### src/rtl/ser_port_pkg.sv
package ser_port_pkg;

  typedef enum logic [1:0] {
    MD_SYNC  = 2'd0,
    MD_A10   = 2'd1,
    MD_A11   = 2'd2,
    MD_A11B  = 2'd3
  } sp_mode_e;

  // majority of three samples
  function automatic logic vote3(input logic a, input logic b, input logic c);
    return (a & b) | (a & c) | (b & c);
  endfunction

  // frame carries an extra data bit before the stop bit
  function automatic logic has_bit9(input logic [1:0] m);
    return m[1];
  endfunction

  // decide whether a finished frame may enter the holding register
  function automatic logic rx_accept(input logic [1:0] m, input logic mp,
                                     input logic last_bit, input logic full);
    if (full) return 1'b0;
    if (m == MD_SYNC) return 1'b1;
    return !mp || last_bit;
  endfunction

endpackage

### src/rtl/ser_port_tx.sv
module ser_port_tx
  import ser_port_pkg::*;
#(
  parameter int DATA_W     = 8,
  parameter int OVERSAMPLE = 16
) (
  input  logic              clk,
  input  logic              rst_n,
  input  logic              tick,
  input  logic [1:0]        mode,
  input  logic              wr_stb,
  input  logic [DATA_W-1:0] wr_data,
  input  logic              bit9,
  output logic              busy,
  output logic              done_evt,
  output logic              line_o,
  output logic              sclk_o
);

  localparam int FW = DATA_W + 3;
  localparam int IW = $clog2(FW);
  localparam int SW = $clog2(OVERSAMPLE);
  localparam logic [IW-1:0] LAST_SYNC = IW'(DATA_W - 1);
  localparam logic [IW-1:0] LAST_A10  = IW'(DATA_W + 1);
  localparam logic [IW-1:0] LAST_A11  = IW'(DATA_W + 2);
  localparam logic [SW-1:0] SUB_SYNC  = SW'(1);
  localparam logic [SW-1:0] SUB_ASYNC = SW'(OVERSAMPLE - 1);

  logic [FW-1:0] frame_q, frame_d;
  logic [IW-1:0] idx_q, last_idx;
  logic [SW-1:0] sub_q, sub_last;
  logic          sync, step;

  always_comb begin
    sync     = (mode == MD_SYNC);
    last_idx = sync ? LAST_SYNC : (has_bit9(mode) ? LAST_A11 : LAST_A10);
    sub_last = sync ? SUB_SYNC : SUB_ASYNC;
    step     = busy && tick && (sub_q == sub_last);
    if (sync)                frame_d = {3'b111, wr_data};
    else if (has_bit9(mode)) frame_d = {1'b1, bit9, wr_data, 1'b0};
    else                     frame_d = {2'b11, wr_data, 1'b0};
  end

  // stop bit begins on the next edge in async modes; end of last bit in sync mode
  assign done_evt = step && (sync ? (idx_q == last_idx) : (idx_q == last_idx - 1'b1));
  assign line_o   = busy ? frame_q[idx_q] : 1'b1;
  assign sclk_o   = (busy && sync) ? sub_q[0] : 1'b1;

  always_ff @(posedge clk) begin
    if (!rst_n) begin
      busy    <= 1'b0;
      frame_q <= '1;
      idx_q   <= '0;
      sub_q   <= '0;
    end else if (wr_stb) begin
      busy    <= 1'b1;
      frame_q <= frame_d;
      idx_q   <= '0;
      sub_q   <= '0;
    end else if (busy && tick) begin
      if (sub_q == sub_last) begin
        sub_q <= '0;
        if (idx_q == last_idx) busy  <= 1'b0;
        else                   idx_q <= idx_q + 1'b1;
      end else begin
        sub_q <= sub_q + 1'b1;
      end
    end
  end

endmodule

### src/rtl/ser_port_rx.sv
module ser_port_rx
  import ser_port_pkg::*;
#(
  parameter int DATA_W     = 8,
  parameter int OVERSAMPLE = 16
) (
  input  logic              clk,
  input  logic              rst_n,
  input  logic              tick,
  input  logic [1:0]        mode,
  input  logic              rx_en,
  input  logic              hold_full,
  input  logic              tx_busy,
  input  logic              line_i,
  output logic              busy,
  output logic              sclk_o,
  output logic              end_evt,
  output logic [DATA_W-1:0] end_data,
  output logic              end_b9
);

  localparam int IW = $clog2(DATA_W + 2);
  localparam int SW = $clog2(OVERSAMPLE);
  localparam logic [SW-1:0] MID_LO   = SW'(OVERSAMPLE / 2 - 1);
  localparam logic [SW-1:0] MID      = SW'(OVERSAMPLE / 2);
  localparam logic [SW-1:0] MID_HI   = SW'(OVERSAMPLE / 2 + 1);
  localparam logic [SW-1:0] SUB_LAST = SW'(OVERSAMPLE - 1);
  localparam logic [IW-1:0] LAST_SYNC  = IW'(DATA_W - 1);
  localparam logic [IW-1:0] LAST_ASYNC = IW'(DATA_W + 1);

  logic [DATA_W-1:0] dat_q;
  logic [IW-1:0]     idx_q;
  logic [SW-1:0]     sub_q;
  logic              s_lo, s_mid, line_q;
  logic              sync, vote, sync_start, async_start, judge;

  always_comb begin
    sync        = (mode == MD_SYNC);
    vote        = vote3(s_lo, s_mid, line_i);
    sync_start  = !busy && sync && rx_en && !hold_full && !tx_busy;
    async_start = !busy && !sync && rx_en && tick && line_q && !line_i;
    judge       = busy && !sync && tick && (sub_q == MID_HI);
  end

  assign end_evt  = sync ? (busy && tick && sub_q[0] && (idx_q == LAST_SYNC))
                         : (judge && (idx_q == LAST_ASYNC));
  assign end_data = dat_q;
  assign end_b9   = sync ? 1'b0 : vote;
  assign sclk_o   = (busy && sync) ? sub_q[0] : 1'b1;

  always_ff @(posedge clk) begin
    if (!rst_n) begin
      busy   <= 1'b0;
      dat_q  <= '0;
      idx_q  <= '0;
      sub_q  <= '0;
      s_lo   <= 1'b1;
      s_mid  <= 1'b1;
      line_q <= 1'b1;
    end else begin
      if (tick) line_q <= line_i;
      if (sync_start) begin
        busy  <= 1'b1;
        idx_q <= '0;
        sub_q <= '0;
      end else if (async_start) begin
        busy  <= 1'b1;
        idx_q <= '0;
        sub_q <= SW'(1);
      end else if (busy && tick) begin
        if (sync) begin
          if (!sub_q[0]) begin
            dat_q <= {line_i, dat_q[DATA_W-1:1]};
            sub_q <= SW'(1);
          end else begin
            sub_q <= '0;
            if (idx_q == LAST_SYNC) busy  <= 1'b0;
            else                    idx_q <= idx_q + 1'b1;
          end
        end else begin
          if (sub_q == MID_LO) s_lo  <= line_i;
          if (sub_q == MID)    s_mid <= line_i;
          if (judge) begin
            if (idx_q == '0) begin
              if (vote) busy <= 1'b0;
            end else if (idx_q == LAST_ASYNC) begin
              busy <= 1'b0;
            end else begin
              dat_q <= {vote, dat_q[DATA_W-1:1]};
            end
          end
          if (sub_q == SUB_LAST) begin
            sub_q <= '0;
            idx_q <= idx_q + 1'b1;
          end else begin
            sub_q <= sub_q + 1'b1;
          end
        end
      end
    end
  end

endmodule

### src/rtl/ser_port.sv
module ser_port
  import ser_port_pkg::*;
#(
  parameter int DATA_W     = 8,
  parameter int OVERSAMPLE = 16
) (
  input  logic              clk,
  input  logic              rst_n,
  input  logic              baud_tick,
  input  logic [1:0]        mode,
  input  logic              rx_en,
  input  logic              mp_en,
  input  logic              tx_bit9,
  input  logic              wr_stb,
  input  logic [DATA_W-1:0] wr_data,
  input  logic              clr_tx_done,
  input  logic              clr_rx_done,
  input  logic              rxd_i,
  output logic              txd_o,
  output logic              dat_o,
  output logic              dat_oe,
  output logic              tx_done,
  output logic              rx_done,
  output logic              rx_bit9,
  output logic [DATA_W-1:0] rx_data
);

  logic              tx_busy, tx_evt, tx_line, tx_sclk;
  logic              rx_busy, rx_sclk, rx_end, rx_end_b9, rx_load;
  logic [DATA_W-1:0] rx_end_data;

  ser_port_tx #(.DATA_W(DATA_W), .OVERSAMPLE(OVERSAMPLE)) u_tx (
    .clk(clk), .rst_n(rst_n), .tick(baud_tick), .mode(mode),
    .wr_stb(wr_stb), .wr_data(wr_data), .bit9(tx_bit9),
    .busy(tx_busy), .done_evt(tx_evt), .line_o(tx_line), .sclk_o(tx_sclk)
  );

  ser_port_rx #(.DATA_W(DATA_W), .OVERSAMPLE(OVERSAMPLE)) u_rx (
    .clk(clk), .rst_n(rst_n), .tick(baud_tick), .mode(mode),
    .rx_en(rx_en), .hold_full(rx_done), .tx_busy(tx_busy), .line_i(rxd_i),
    .busy(rx_busy), .sclk_o(rx_sclk), .end_evt(rx_end),
    .end_data(rx_end_data), .end_b9(rx_end_b9)
  );

  assign rx_load = rx_end && rx_accept(mode, mp_en, rx_end_b9, rx_done);
  assign txd_o   = (mode == MD_SYNC) ? (tx_sclk & rx_sclk) : tx_line;
  assign dat_o   = (mode == MD_SYNC) ? tx_line : 1'b1;
  assign dat_oe  = tx_busy && (mode == MD_SYNC);

  always_ff @(posedge clk) begin
    if (!rst_n) begin
      tx_done <= 1'b0;
      rx_done <= 1'b0;
      rx_bit9 <= 1'b0;
      rx_data <= '0;
    end else begin
      if (tx_evt)           tx_done <= 1'b1;
      else if (clr_tx_done) tx_done <= 1'b0;
      if (rx_load) begin
        rx_done <= 1'b1;
        rx_data <= rx_end_data;
        rx_bit9 <= rx_end_b9;
      end else if (clr_rx_done) begin
        rx_done <= 1'b0;
      end
    end
  end

endmodule

### config.mk
export PLATFORM = sky130hd
export DESIGN_NAME = ser_port
export DESIGN_NICKNAME = d
export VERILOG_FILES = /design/src/rtl/ser_port_pkg.sv /design/src/rtl/ser_port_tx.sv /design/src/rtl/ser_port_rx.sv /design/src/rtl/ser_port.sv
export SDC_FILE = /design/constraint.sdc
export NUM_CORES = 1
export LEC_CHECK = 0
export BUFFER_PORTS_ARGS = -buffer_cell sky130_fd_sc_hd__buf_2
export CAP_MARGIN = 20
export CELL_PAD_IN_SITES_DETAIL_PLACEMENT = 1
export CELL_PAD_IN_SITES_GLOBAL_PLACEMENT = 1
export CORE_ASPECT_RATIO = 1.75
export CORE_UTILIZATION = 43
export DETAILED_ROUTE_END_ITERATION = 16
export PLACE_DENSITY_LB_ADDON = 0.3
export SLEW_MARGIN = 20
export SYNTH_ARGS = -nofsm -noshare
export SYNTH_HDL_FRONTEND = slang
export SYNTH_SLANG_ARGS = --single-unit
### constraint.sdc
create_clock -name clk -period 1.9 [get_ports clk]
set_input_delay 0.285 -clock clk [delete_from_list [all_inputs] [get_ports clk]]
set_output_delay 0.285 -clock clk [all_outputs]
set_load 0.01 [all_outputs]
After elaboration in Yosys (flattened, before gate mapping)
Index checks and enable logic that the tools add are counted.

Bits in registers: 51. Bits in latches: 0. Bits in writable memories: 0. Bits in read-only memories: 0. Input bits: 20. Output and inout bits: 14. Word-level logic and storage cells: 157. Memories: 0.

Add/sub/neg operators: 5. $mul: 0. Divide/modulo/power cells: 0. Order comparisons: 1. Eq/ne operators: 17. Shift-type cells: 0. Muxes and demuxes: 55. Bitwise operators: 11. Reductions and logical operators: 52.

Operator list (count): 2-to-1 mux 8 bit (5); 2-to-1 mux 1 bit (37); 2-to-1 mux 4 bit (9); logical AND 1 bit (22); adder 4 x 1 -> 4 bit (second input constant) (4); equality test 4 bit (second input constant) (4); nonzero test 2 bit (8); equality test 4 bit (3); 2-to-1 mux 11 bit (1); 2-to-1 mux 10 bit (1); AND reduction 5 bit (2); equality test 4 x 3 -> 1 bit (second input constant) (2); AND reduction 7 bit (1); zero test 1 bit (6); != test 2 x 1 -> 1 bit (second input constant) (3); AND reduction 3 bit (2); AND reduction 6 bit (1); < comparator 4 x 5 -> 1 bit (second input constant) (1); != test 5 x 1 -> 1 bit (second input constant) (1); inverter 1 bit (5); nonzero test 5 bit (1); AND 1 bit (4); binary-select mux 1 bit (select 4 bit) (1); zero test 4 bit (1); other kinds (13) (16).

Longest topological paths before layout
Depth after elaboration: 10. Depth in mapped cells: 7. Depth with buffers taken out: 6.

By module
A second synthesis with hierarchy kept.

Cell total of the unflattened synthesis: 314. Area total of the unflattened synthesis: 2641.3 um^2.

By module, submodules not included: ser_port_rx (instances 1, cells an instance 123, area each 1101.1 um^2, sequential area each 400.4 um^2); ser_port_tx (instances 1, cells an instance 136, area each 1048.5 um^2, sequential area each 380.4 um^2); ser_port (instances 1, cells an instance 55, area each 491.7 um^2, sequential area each 220.2 um^2).

Least setup slack after synthesis
OpenSTA, ideal clock, no wires.

Kind: reg-to-output. From: register u_tx.idx_q[0]. To: output port txd_o. Arrival: 1.538 ns. Data required time: 1.615 ns. Setup slack: 0.077 ns. Cell stages (with the launch flop): 5. Path buffers: 0. Cells stage by stage: dfxtp_1 mux4_2 or2_2 a311oi_1 o21ai_0.

Word-level cells in the longest chain between the ends: 4.

RTL lines: start, declared (RTL line ser_port_tx.sv:30) `logic [IW-1:0] idx_q, last_idx;`; start signal, assigned (RTL line ser_port_tx.sv:64) `else idx_q <= idx_q + 1'b1;`; binary-select mux 1 bit (select 4 bit) (RTL line ser_port_tx.sv:46) `assign line_o = busy ? frame_q[idx_q] : 1'b1;`; 2-to-1 mux 1 bit (not written as such) (RTL line ser_port_tx.sv:46); 2-to-1 mux 1 bit (RTL line ser_port_tx.sv:46); 2-to-1 mux 1 bit (RTL line ser_port.sv:46) `assign txd_o = (mode == MD_SYNC) ? (tx_sclk & rx_sclk) : tx_line;`; end, declared (RTL line ser_port.sv:19) `output logic txd_o,`.

Every way passes these cells. The select of a mux whose other input is x is not followed.

Worst setup path after layout
Ends and elaborated chain as after synthesis.

==> summary.txt <==
Global route
  • Remaining global-route overflow: 0
  • GRT Overall Usage: 24.5%
  • Pin count of the biggest net entering global routing: 32
  • First-pass GRT wire length: 11800 um
  • Vias in the first global route: 2585
  • Initial antenna violation count: 0

Worst setup path
  • Worst EP arrival: 1.86 ns
  • R2R depth: 7
  • Worst path max stage delay: 0.48 ns
  • Worst setup SP type: flip-flop
  • Kind of critical path: flip-flop to output pin
  • Peak fanout along the critical path: 2
  • Setup crit end: txd_o
  • Required @ worst endpoint: 1.62 ns
  • Worst R2R Start: u_rx.sub_q[0]
  • Crit path cell chain: mux4_2, or2_4, a311oi_2, o21ai_1, buf_2
  • Worst setup path start: u_tx.idx_q[0]
  • Crit. End Element: output pin
  • R2R Setup Slk: 0.11 ns
  • Slowest CP cell: mux4_2
  • R2R Path End: rx_data[4]

Drt
  • DR vias: 2541
  • WL final: 7410 um
  • Remaining antenna violation count: 0
  • DRC viols: 0
  • DRT iter0 DRCs: 83
  • Avg WL per Cell: 16.7 um
  • Drt pass-1 iters: 4
  • Via density: 5.71

Timing
  • Slew HR: 64.9%
  • Slew @ Worst Pin: 0.523 ns
  • Max Clk Rate: 465 MHz
  • Unrepaired setup endpoints after global routing: yes
  • Final setup margin: -0.249 ns
  • Fin crit period: 2.15 ns
  • Hold Fails Final Rpt: 0
  • Tcrit/Tclk final: 113%
  • Clk_skew: 0.00490 ns
  • Slew Viols, Final: 0
  • Setup violators final: 2
  • Min Hold Slack: 0.193 ns

Logic synthesis
  • Syn avg cell area: 8.27 um^2
  • Top cell type's share of synthesized area: 37.5%
  • Mapped cell area: 2670 um^2
  • Synth unique cells: 57
  • Most numerous cell in the Yosys netlist: nand2_1
  • Largest area contributor in the netlist: dfxtp_1
  • Synth Net Count: 351
  • Synthesized instance count: 323
  • Warnings, synthesis: 0
  • Post-synth EDFFs: 0
  • Post-synthesis sequential area ratio: 37.5%
  • Most used flip-flop cell after synthesis: dfxtp_1
  • Synth area leaders: dfxtp_1 (37%), nand2_1 (8.0%), mux2i_1 (6.4%)
  • Number of synthesized register bits: 50
  • Top cells by count, synth: nand2_1 (57), dfxtp_1 (50), o21ai_0 (22)
  • Fraction of registers with async set/reset: 0%

Clock network
  • Clock Tree Buf Depth: 2
  • Later-pin clock latency in the skew report: 0.32 ns
  • # hold bufs at CTS: 0
  • CTS HTree Levels: 2
  • Clock transition at path regs: 0.10 ns
  • Setup bufs post-CTS: 0
  • # clock sinks: 50
  • CTS Root Cell: clkbuf_8
  • CTS Buf Count: 5
  • CTS tree: done

Power
  • Worst vdd ir: 517 uV
  • Lkg Pwr: 0.00118 uW
  • PwrDens: 637 nW/um^2

Die
  • Core area: 5930 um^2
  • Die Y: 106 um
  • Total Die Area: 6550 um^2
  • Die X: 61.6 um
  • Starting Density: 45.1%
  • I/O pin count: 34
  • # rows: 37

Layout
  • Nets: 394
  • P&R area growth vs syn: 16.8%
  • ANT cells: 0
  • Fillers: 785
  • Share of cells above drive strength 1: 22.6%
  • Cell Count, Final, Fillers Out: 445

Place
  • Dpl cells: 437
  • GPL Wtd Cong: 0.861
  • Post-DP HPWL: 5620 um
  • # port buffers: 33

Worst hold path
  • Worst Hold Class: primary input to flip-flop

Run
  • Total of max-cap violations: 0

Outcome
  • Failing checks: setup timing
  • Status: complete, but fails checks
-- metal layers --
metal / vias to the layer above / part of all wire [%] / track usage, %
met1: 1245 / 38 / 23.9
met4: 0 / 2.3 / 10.2
met3: 15 / 2.8 / 4.87
met5: - / 0 / 0
met2: 43 / 57 / 46.5
li1: 1238 / - / -
-- layout make-up --
cell class                      count  area, um^2  share of cell area (%)
Clock buffer                        6        82.6                    2.65
Clock inverter                      2        17.5                   0.561
Inverter                            9        33.8                    1.08
Multi-Input combinational cell    244        1540                    49.3
Sequential cell                    50        1000                    32.1
Tap cell                           78        97.6                    3.13
Timing Repair Buffer               56         350                    11.2
-- stage by stage --
stage | TNS, ns | utilization, % | area [um^2] | worst slack, ns | total power, uW
after floorplan | 0 | - | 2670 | 0.0774 | 1230
after global routing | -0.661 | 52.7 | 3120 | -0.338 | 2070
final | -0.481 | 52.7 | 3120 | -0.249 | 1990
after global placement | -0.0166 | 50.8 | 3010 | -0.0166 | 1300
after detailed placement | -0.0423 | 50.8 | 3010 | -0.0423 | 1310
after CTS | -0.576 | 52.6 | 3120 | -0.305 | 2010
-- report_power, final --
| group | switching [uW] | internal [uW] | total (uW) |
|---|---|---|---|
| registers | 17.2 | 1070 | 1090 |
| logic | 124 | 81.1 | 205 |
| clock network | 397 | 301 | 697 |
-- repair_timing --
action	4_1_cts	5_1_grt
hold endpoints to repair	0	0
gates resized for setup	4	1
setup endpoints to repair	2	4
pin swaps	3	3
-- worst min-delay path by stage --
stage	endpoint	depth (start not counted)	from
after floorplan	u_rx.s_lo	2	rxd_i
after global placement	rx_data[2]	2	rx_data[2]
after detailed placement	rx_data[3]	2	rx_data[3]
after CTS	u_tx.frame_q[9]	3	tx_bit9
after global routing	u_rx.s_lo	2	rst_n
final	u_tx.frame_q[9]	3	tx_bit9
-- cells in the final DEF (no fill, tap or decap), types with 7 or more instances in the layout --
master / count
mux2i_1: 17
and3_1: 7
nor2_1: 20
ha_1: 8
dfxtp_1: 49
o21ai_0: 21
buf_4: 22
nand2_1: 57
a21oi_1: 16
nor3_1: 8
inv_1: 9
nand3_1: 16
buf_2: 33
-- worst max-delay path, delay by kind of cell (launching register included) --
| family | cells | cell delay, ns |
|---|---|---|
| AO/OA/AOI/OAI | 2 | 0.33 |
| buffers and inverters | 1 | 0.15 |
| flip-flops | 1 | 0.35 |
| multiplexers | 1 | 0.48 |
| AND/OR/NAND/NOR | 1 | 0.24 |
-- cells by family (layout without fill, tap and decap cells) --
group           count (synthesis)  in the layout  synth area share (%)
compound gates                 74             74                  18.3
xor+xnor                        2              2                 0.656
fa+ha+maj                       9              9                  4.12
buf+inv                        29             73                  5.48
flops                          50             50                  37.5
mux                            19             19                  7.63
simple gates                  140            140                  26.4
-- sequential cells by signal (all words and copies together), names as in the netlist --
register / cells
u_tx.frame_q: 10
rx_data: 8
u_rx.end_data: 8
u_rx.idx_q: 4
u_rx.sub_q: 4
u_tx.idx_q: 4
u_tx.sub_q: 4
rx_bit9: 1
rx_done: 1
tx_done: 1
u_rx.busy: 1
u_rx.line_q: 1
u_rx.s_lo: 1
u_rx.s_mid: 1
u_tx.busy: 1
No activity file was read; power rests on OpenSTA's default activity.
